===== src/rtl/acc_harness_pkg.sv =====
package acc_harness_pkg;
  typedef enum logic [2:0] {
    OP_ADD  = 3'd0,
    OP_SUB  = 3'd1,
    OP_AND  = 3'd2,
    OP_OR   = 3'd3,
    OP_XOR  = 3'd4,
    OP_NOTA = 3'd5,
    OP_PASS = 3'd6,
    OP_ZERO = 3'd7
  } acc_op_e;

  // one-bit result of a slice, carry handled by caller
  function automatic logic slice_logic(input acc_op_e op, input logic a,
                                       input logic b, input logic sum);
    case (op)
      OP_ADD, OP_SUB: return sum;
      OP_AND:         return a & b;
      OP_OR:          return a | b;
      OP_XOR:         return a ^ b;
      OP_NOTA:        return ~a;
      OP_PASS:        return a;
      default:        return 1'b0;
    endcase
  endfunction
endpackage


===== src/rtl/stim_counter.sv =====
module stim_counter #(
  parameter int W = 4
) (
  input  logic         clk,
  input  logic         rst,
  output logic [W-1:0] cnt_o,
  output logic         step_o,
  output logic         done_o
);
  localparam logic [W-1:0] LAST = {W{1'b1}};

  logic [W-1:0] cnt_q;
  logic         done_q;

  always_ff @(posedge clk) begin
    if (rst) begin
      cnt_q  <= '0;
      done_q <= 1'b0;
    end else if (!done_q) begin
      if (cnt_q == LAST) done_q <= 1'b1;
      else               cnt_q  <= cnt_q + 1'b1;
    end
  end

  assign cnt_o  = cnt_q;
  assign step_o = !done_q;
  assign done_o = done_q;
endmodule


===== src/rtl/alu_bit_slice.sv =====
module alu_bit_slice
  import acc_harness_pkg::*;
(
  input  acc_op_e op,
  input  logic    a,
  input  logic    b,
  input  logic    cin,
  output logic    r,
  output logic    cout
);
  logic b_eff;
  logic sum;

  assign b_eff = b ^ (op == OP_SUB);
  assign sum   = a ^ b_eff ^ cin;
  assign cout  = (a & b_eff) | (cin & (a ^ b_eff));
  assign r     = slice_logic(op, a, b, sum);
endmodule


===== src/rtl/slice_accumulator.sv =====
module slice_accumulator
  import acc_harness_pkg::*;
#(
  parameter int W        = 4,
  parameter int FAULT_OP = 8
) (
  input  logic         clk,
  input  logic         rst,
  input  logic         en,
  input  acc_op_e      op,
  input  logic [W-1:0] din,
  output logic [W-1:0] acc_o
);
  localparam logic [3:0] FLT = 4'(FAULT_OP);

  logic [W:0]   carry;
  logic [W-1:0] res;
  logic [W-1:0] acc_q;
  logic         flip;

  assign carry[0] = (op == OP_SUB);
  assign flip     = !FLT[3] && (op == acc_op_e'(FLT[2:0]));

  for (genvar i = 0; i < W; i++) begin : g_slice
    alu_bit_slice u_bit (
      .op  (op),
      .a   (din[i]),
      .b   (acc_q[i]),
      .cin (carry[i]),
      .r   (res[i]),
      .cout(carry[i+1])
    );
  end

  always_ff @(posedge clk) begin
    if (rst)     acc_q <= '0;
    else if (en) acc_q <= {res[W-1:1], res[0] ^ flip};
  end

  assign acc_o = acc_q;
endmodule


===== src/rtl/ref_accumulator.sv =====
module ref_accumulator
  import acc_harness_pkg::*;
#(
  parameter int W = 4
) (
  input  logic         clk,
  input  logic         rst,
  input  logic         en,
  input  acc_op_e      op,
  input  logic [W-1:0] din,
  output logic [W-1:0] acc_o
);
  function automatic logic [W-1:0] next_val(input acc_op_e o,
                                            input logic [W-1:0] a,
                                            input logic [W-1:0] b);
    case (o)
      OP_ADD:  return a + b;
      OP_SUB:  return a - b;
      OP_AND:  return a & b;
      OP_OR:   return a | b;
      OP_XOR:  return a ^ b;
      OP_NOTA: return ~a;
      OP_PASS: return a;
      default: return '0;
    endcase
  endfunction

  logic [W-1:0] acc_q;

  always_ff @(posedge clk) begin
    if (rst)     acc_q <= '0;
    else if (en) acc_q <= next_val(op, din, acc_q);
  end

  assign acc_o = acc_q;
endmodule


===== src/rtl/acc_selfcheck_harness.sv =====
module acc_selfcheck_harness
  import acc_harness_pkg::*;
#(
  parameter int W        = 4,
  parameter int FAULT_OP = 8
) (
  input  logic       clk,
  input  logic       rst,
  input  logic [2:0] op_sel,
  output logic       pass_o,
  output logic       fail_o
);
  logic [W-1:0] cnt_w;
  logic         step_w;
  logic         done_w;
  logic [W-1:0] dut_acc_w;
  logic [W-1:0] ref_acc_w;
  logic         mismatch_w;
  logic         fail_q;
  logic         fin_q;
  acc_op_e      op_w;

  assign op_w = acc_op_e'(op_sel);

  stim_counter #(.W(W)) u_cnt (
    .clk(clk), .rst(rst), .cnt_o(cnt_w), .step_o(step_w), .done_o(done_w)
  );

  slice_accumulator #(.W(W), .FAULT_OP(FAULT_OP)) u_dut (
    .clk(clk), .rst(rst), .en(step_w), .op(op_w), .din(cnt_w), .acc_o(dut_acc_w)
  );

  ref_accumulator #(.W(W)) u_ref (
    .clk(clk), .rst(rst), .en(step_w), .op(op_w), .din(cnt_w), .acc_o(ref_acc_w)
  );

  assign mismatch_w = (dut_acc_w != ref_acc_w);

  always_ff @(posedge clk) begin
    if (rst) begin
      fail_q <= 1'b0;
      fin_q  <= 1'b0;
    end else begin
      fail_q <= fail_q | mismatch_w;
      fin_q  <= done_w;
    end
  end

  assign fail_o = fail_q;
  assign pass_o = fin_q & ~fail_q;
endmodule


===== config.mk =====
export PLATFORM = sky130hd
export DESIGN_NAME = acc_selfcheck_harness
export DESIGN_NICKNAME = d
export VERILOG_FILES = /design/src/rtl/acc_harness_pkg.sv /design/src/rtl/stim_counter.sv /design/src/rtl/alu_bit_slice.sv /design/src/rtl/slice_accumulator.sv /design/src/rtl/ref_accumulator.sv /design/src/rtl/acc_selfcheck_harness.sv
export SDC_FILE = /design/constraint.sdc
export NUM_CORES = 1
export LEC_CHECK = 0
export ABC_AREA = 0
export BUFFER_PORTS_ARGS = -buffer_cell sky130_fd_sc_hd__buf_4
export CAP_MARGIN = 15
export CORE_MARGIN = 5
export CORE_UTILIZATION = 62
export CTS_CLUSTER_SIZE = 30
export DETAILED_ROUTE_END_ITERATION = 8
export GPL_ROUTABILITY_DRIVEN = 0
export HOLD_SLACK_MARGIN = 0.02
export PLACE_DENSITY = 0.79
export SYNTH_ARGS = -nofsm -noshare
export SYNTH_HDL_FRONTEND = slang
export SYNTH_HIERARCHICAL = 1
export SYNTH_SLANG_ARGS = --single-unit

===== constraint.sdc =====
create_clock -name clk -period 4.25 [get_ports clk]
set_input_delay 0.85 -clock clk [delete_from_list [all_inputs] [get_ports clk]]
set_output_delay 0.85 -clock clk [all_outputs]
set_load 0.05 [all_outputs]

==> run summary, run 1 <==
initial antenna violation count = 0
post-route ant nets = 0
first-pass GRT wire length = 6070 um
Final Core Density = 69.3%
required time worst endpoint = 4.47 ns
DP HPWL = 2570 um
CTS Sinks = 15
fmax = 271 MHz
crit path DAT = 3.91 ns
Tcrit/Tclk final = 86.7%
Post-Syn Area = 1610 um^2
CTS tree = done
Pins Over Slew Limit = 0
layout cells sized above 1 = 7.32%
CTS Hold Bufs = 0
Ports = 7
final wirelength = 3540 um
core area = 2480 um^2
Pwr Total = 0.435 mW
final worst slack = 0.565 ns
Iteration-0 DRC Markers = 138
slowest stage delay, CP = 0.44 ns
largest net degree at the start of global routing = 26
fin area = 1720 um^2
Setup CP Type = input port to flip-flop
starting density of the core = 64.9%
Worst slew margin = 63.6%
worst-path cell chain = buf_4, nor2_1, nand2_1, xnor2_1, fa_1, inv_1, inv_1, fa_1, inv_1, inv_1, fa_1, inv_1, inv_1, fa_1, a211o_1, a31oi_1, mux2i_1, nor2_1
Residual DRC = 0
Via density = 5.77
vias post-DR = 1357
peak supply drop = 0.000229 V
Post-DP Area = 1690 um^2
Post-Syn Nets = 227
CP dominant cell by count = inv_1
clock latency at the later pin of the worst-skew pair = 0.28 ns
Rows = 18
DRT Pass-1 Iters = 4
Leak Pwr = 0.796 nW
Synth Area per Inst = 8.20 um^2
MaxCap Viol Count = 0
htree depth = 1
RSZ-0062 raised after global routing = no
minimum clock period = 3.68 ns
Worst Hold Class = flip-flop to flip-flop
die width = 60.9 um
Synth-to-Final Area Change = 6.85%
final setup fails = 0
clk_skew = 0.00263 ns
Syn Inst Count = 196
total die area = 3710 um^2
Tightest Pin Transition = 0.545 ns
gr usage total = 21.3%
YS warnings = 6
Place WS = 0.311 ns
CTS Root Cell = clkbuf_4
Worst-path clk slew = 0.08 ns
slowest CP cell = fa_1
Setup TNS = 0 ns
pwr dens = 253 nW/um^2
Nets = 237
Worst setup EP type = flip-flop
Longest Clk Path Bufs = 2
outcome = complete, no violations
antenna cell count = 0
IO buf count = 6
worst-path fanout max = 25
CTS buffer count = 3
Setup Buffers After CTS = 0
CP Launch Type = input port
total grt overflow = 0
Post-CTS Resized = 0
number of global-route vias before repair = 1387
CP Buf/Inv Count = 7
Avg WL per Cell = 15.1 um
height of the die = 60.9 um
final hold violation count = 0
CP delay by family, top = adder cells
per-layer routing:
layer / vias up / share of wire [%] / track usage, %
met5: - / 0 / 0
li1: 694 / - / -
met3: 8 / 5.1 / 4.26
met1: 624 / 43 / 27.4
met2: 31 / 50 / 35.4
met4: 0 / 1.8 / 7.12
final timing paths:
check,end,slack [ns],cells past startpoint,start
setup / recovery,u_dut/acc_o[3]$_SDFFE_PP0P_,0.57,18,op_sel[1]
hold / removal,fin_q$_SDFF_PP0_,0.54,1,u_cnt/done_o$_SDFF_PP0_
setup reg to reg,u_dut/acc_o[3]$_SDFFE_PP0P_,1.08,16,u_dut/acc_o[0]$_SDFFE_PP0P_
hold reg to reg,fin_q$_SDFF_PP0_,0.54,1,u_cnt/done_o$_SDFF_PP0_
per-stage QoR:
stage          hold WS [ns]  instances
6_report              0.538        235
3_5_place_dp          0.531        231
2_1_floorplan         0.479        196
5_1_grt               0.549        235
4_1_cts               0.538        235
3_3_place_gp          0.513        231
area by class of cell:
| cell class | count | area (um^2) |
|---|---|---|
| clock buffers | 4 | 26.3 |
| flip-flops and latches | 15 | 300 |
| multi-input cells | 150 | 1180 |
| repair buffers | 9 | 67.6 |
| inverters | 27 | 101 |
| well taps | 30 | 37.5 |
| fillers | 213 | 759 |
placed cells by master (no fill, tap or decap), types with 2 or more instances in the layout:
master / n
dfxtp_1: 15
o211ai_1: 3
nor3_1: 2
nor2_1: 18
inv_1: 27
mux2i_1: 8
nand2b_1: 2
ha_1: 21
o22ai_1: 2
xor2_1: 2
nor4b_1: 4
o21ai_0: 5
fa_1: 5
a211o_1: 8
o21ai_1: 4
nand2_1: 17
nor3b_1: 2
xnor2_1: 11
and3_1: 4
a31oi_1: 5
mux2_1: 4
clkbuf_4: 3
a21oi_1: 8
buf_4: 9
nor2b_1: 4
state kept, by name, indices dropped and copies added (netlist names):
| register | count |
|---|---|
| u_ref/acc_o | 4 |
| fin_q | 1 |
| u_dut/acc_o | 4 |
| u_cnt/done_o | 1 |
| u_cnt/cnt_o | 4 |
| fail_o | 1 |
power breakdown:
group / internal, mW / switching (mW) / total, mW
registers: 0.153 / 0.0216 / 0.175
logic: 0.0821 / 0.0998 / 0.182
clock network: 0.0364 / 0.0419 / 0.0784
Note: power is estimated with default switching activity, not from simulation.
==> run 2, diff against run 1 <==
Settings changed: CORE_UTILIZATION 62 to 61, PLACE_DENSITY 0.79 to 0.78, SYNTH_HIERARCHICAL 1 to not set.
==> run summary, run 2 <==
outcome = complete, no violations
total die area = 3590 um^2 (-3.3%)
Post-synth EDFFs = 0
Synth-to-Final Area Change = 2.80%
htree depth = 1 (unchanged)
most frequent cells after synthesis = ha_1, dfxtp_1, inv_1, nor2_1
commonest non-fill, non-tap cells in the layout = ha_1, inv_1, nor2_1, dfxtp_1
Primary FF master, synth = dfxtp_1
final setup fails = 0 (unchanged)
Post-DP Area = 1540 um^2 (-9.2%)
gr usage total = 21.5% (+0.24 points)
crit path DAT = 3.44 ns (-0.47 ns)
YS warnings = 0 (-6)
Worst slew margin = 53.4% (-10 points)
most frequent cell after synthesis = ha_1
Via density = 5.97 (+3.3%)
Avg WL per Cell = 15.5 um (+2.9%)
starting density of the core = 62.4% (-2.5 points)
antenna cell count = 0 (unchanged)
RR Startpoint = u_cnt.cnt_o[0]$_SDFFE_PP0P_
CP Launch Type = input port
post-route ant nets = 0 (unchanged)
first-pass GRT wire length = 5840 um (-3.8%)
Rows = 18 (unchanged)
Tcrit/Tclk final = 75.9% (-11 points)
Placed Cells = 206 (-11%)
largest net degree at the start of global routing = 27 (+3.8%)
Setup Buffers After CTS = 0 (unchanged)
Residual DRC = 0 (unchanged)
Reg2Reg Setup Slack = 1.63 ns (+0.55 ns)
pwr dens = 267 nW/um^2 (+5.5%)
Post-Syn Area = 1520 um^2 (-5.5%)
die width = 59.9 um (-1.7%)
number of synthesized register bits = 15
RSZ-0062 raised after global routing = no
post-synth top area cell = dfxtp_1
Leak Pwr = 0.665 nW (-16%)
CTS tree = done
Syn Inst Count = 180 (-8.2%)
post-synthesis sequential area ratio = 19.8%
cells on worst reg2reg path = 8 (-8)
height of the die = 59.9 um (-1.7%)
Ports = 7 (unchanged)
vias post-DR = 1253 (-7.7%)
Post-Syn Nets = 209 (-7.9%)
initial antenna violation count = 0 (unchanged)
CTS Sinks = 15 (unchanged)
worst-path fanout max = 24 (-4.0%)
Setup CP Type = input port to flip-flop
fmax = 310 MHz (+14%)
CTS buffer count = 3 (unchanged)
Min-Delay Startpoint = u_dut.acc_o[0]$_SDFFE_PP0N_
CTS Root Cell = clkbuf_4
Worst setup EP type = flip-flop
clock latency at the later pin of the worst-skew pair = 0.29 ns (about the same)
clk_skew = 0.00410 ns (+0.00147 ns)
hold depth = 2 (+1)
CTS Hold Bufs = 0 (unchanged)
Nets = 210 (-11%)
Pins Over Slew Limit = 0 (unchanged)
commonest non-fill, non-tap cell in the layout = ha_1
layout cells sized above 1 = 8.33% (+1.0 points)
IO buf count = 6 (unchanged)
Longest Clk Path Bufs = 2 (unchanged)
Pwr Total = 0.417 mW (-4.1%)
fin area = 1560 um^2 (-9.1%)
FF-to-FF End = u_dut.acc_o[3]$_SDFFE_PP0N_
DRT Pass-1 Iters = 4 (unchanged)
Worst Hold Class = flip-flop to flip-flop
total grt overflow = 0 (unchanged)
Iteration-0 DRC Markers = 46 (-67%)
Place WS = 0.734 ns (+0.423 ns)
final hold violation count = 0 (unchanged)
peak supply drop = 0.000269 V (+18%)
Synth Area per Inst = 8.44 um^2 (+2.9%)
Yosys top cell area share = 19.8%
final wirelength = 3250 um (-8.1%)
core area = 2430 um^2 (-1.8%)
Synth area leaders = dfxtp_1, ha_1, xnor2_1
minimum clock period = 3.22 ns (-0.460 ns)
DP HPWL = 2370 um (-8.0%)
Tightest Pin Transition = 0.697 ns (+0.152 ns)
Setup TNS = 0 ns (unchanged)
Yosys cell types = 40
final worst slack = 1.03 ns (+0.460 ns)
number of global-route vias before repair = 1304 (-6.0%)
Post-CTS Resized = 0 (unchanged)
Async S/R FF share, synth = 0%
required time worst endpoint = 4.47 ns (about the same)
MaxCap Viol Count = 0 (unchanged)
Worst-path clk slew = 0.09 ns (about the same)
final non-filler cell total = 210 (-11%)
hold path endpoint = u_dut.acc_o[0]$_SDFFE_PP0N_
## run 2: logic make-up after synthesis
logic type | share of synthesized area (%)
compound gates | 17.6
xor+xnor | 8.07
fa+ha+maj | 21.3
buf+inv | 8.07
flops | 19.8
mux | 7.08
simple gates | 18.1
## run 2: final cells by class
class | count | area [um^2]
clock buffers | 4 | 26.3
fillers | 203 | 871
repair buffers | 6 | 45.0
well taps | 30 | 37.5
inverters | 15 | 56.3
multi-input cells | 140 | 1100
flip-flops and latches | 15 | 300
## run 2: through the flow
stage / utilization (%) / hold slack, ns
2_1_floorplan: - / 0.468
3_3_place_gp: 63.1 / 0.490
3_5_place_dp: 63.1 / 0.513
4_1_cts: 64.2 / 0.526
5_1_grt: 64.2 / 0.563
6_report: 64.2 / 0.526
## run 2: how the worst max path moves through the flow
stage / start / endpoint / slack, ns / cells past startpoint
after floorplan: op_sel[2] / u_dut.acc_o[3]$_SDFFE_PP0N_ / 1.0 / 9
after global placement: op_sel[0] / u_dut.acc_o[3]$_SDFFE_PP0N_ / 0.80 / 9
after detailed placement: op_sel[0] / u_dut.acc_o[3]$_SDFFE_PP0N_ / 0.73 / 9
after CTS: op_sel[0] / u_dut.acc_o[3]$_SDFFE_PP0N_ / 1.04 / 9
after global routing: op_sel[0] / u_dut.acc_o[3]$_SDFFE_PP0N_ / 0.86 / 9
final: op_sel[0] / u_dut.acc_o[3]$_SDFFE_PP0N_ / 1.03 / 9
## run 2: layer usage
metal	global-route usage, %	up-vias	wire length [um]
met5	0	-	0
met2	36.6	23	1640
met4	6.96	0	27
met1	26.7	599	1470
li1	-	627	-
met3	4.75	4	116
## run 2: critical path, cell delays in order
cell	delay (ns)
buf_4	0.24
nor3b_4	0.38
xnor2_1	0.14
fa_1	0.42
fa_1	0.38
xor2_1	0.23
mux2_4	0.33
a211o_1	0.30
o31ai_2	0.17
## run 2: where the power goes
part | total [mW] | switching (mW) | internal, mW
Sequential | 0.175 | 0.0222 | 0.152
Combinational | 0.156 | 0.0849 | 0.0715
Clock | 0.0862 | 0.0496 | 0.0366
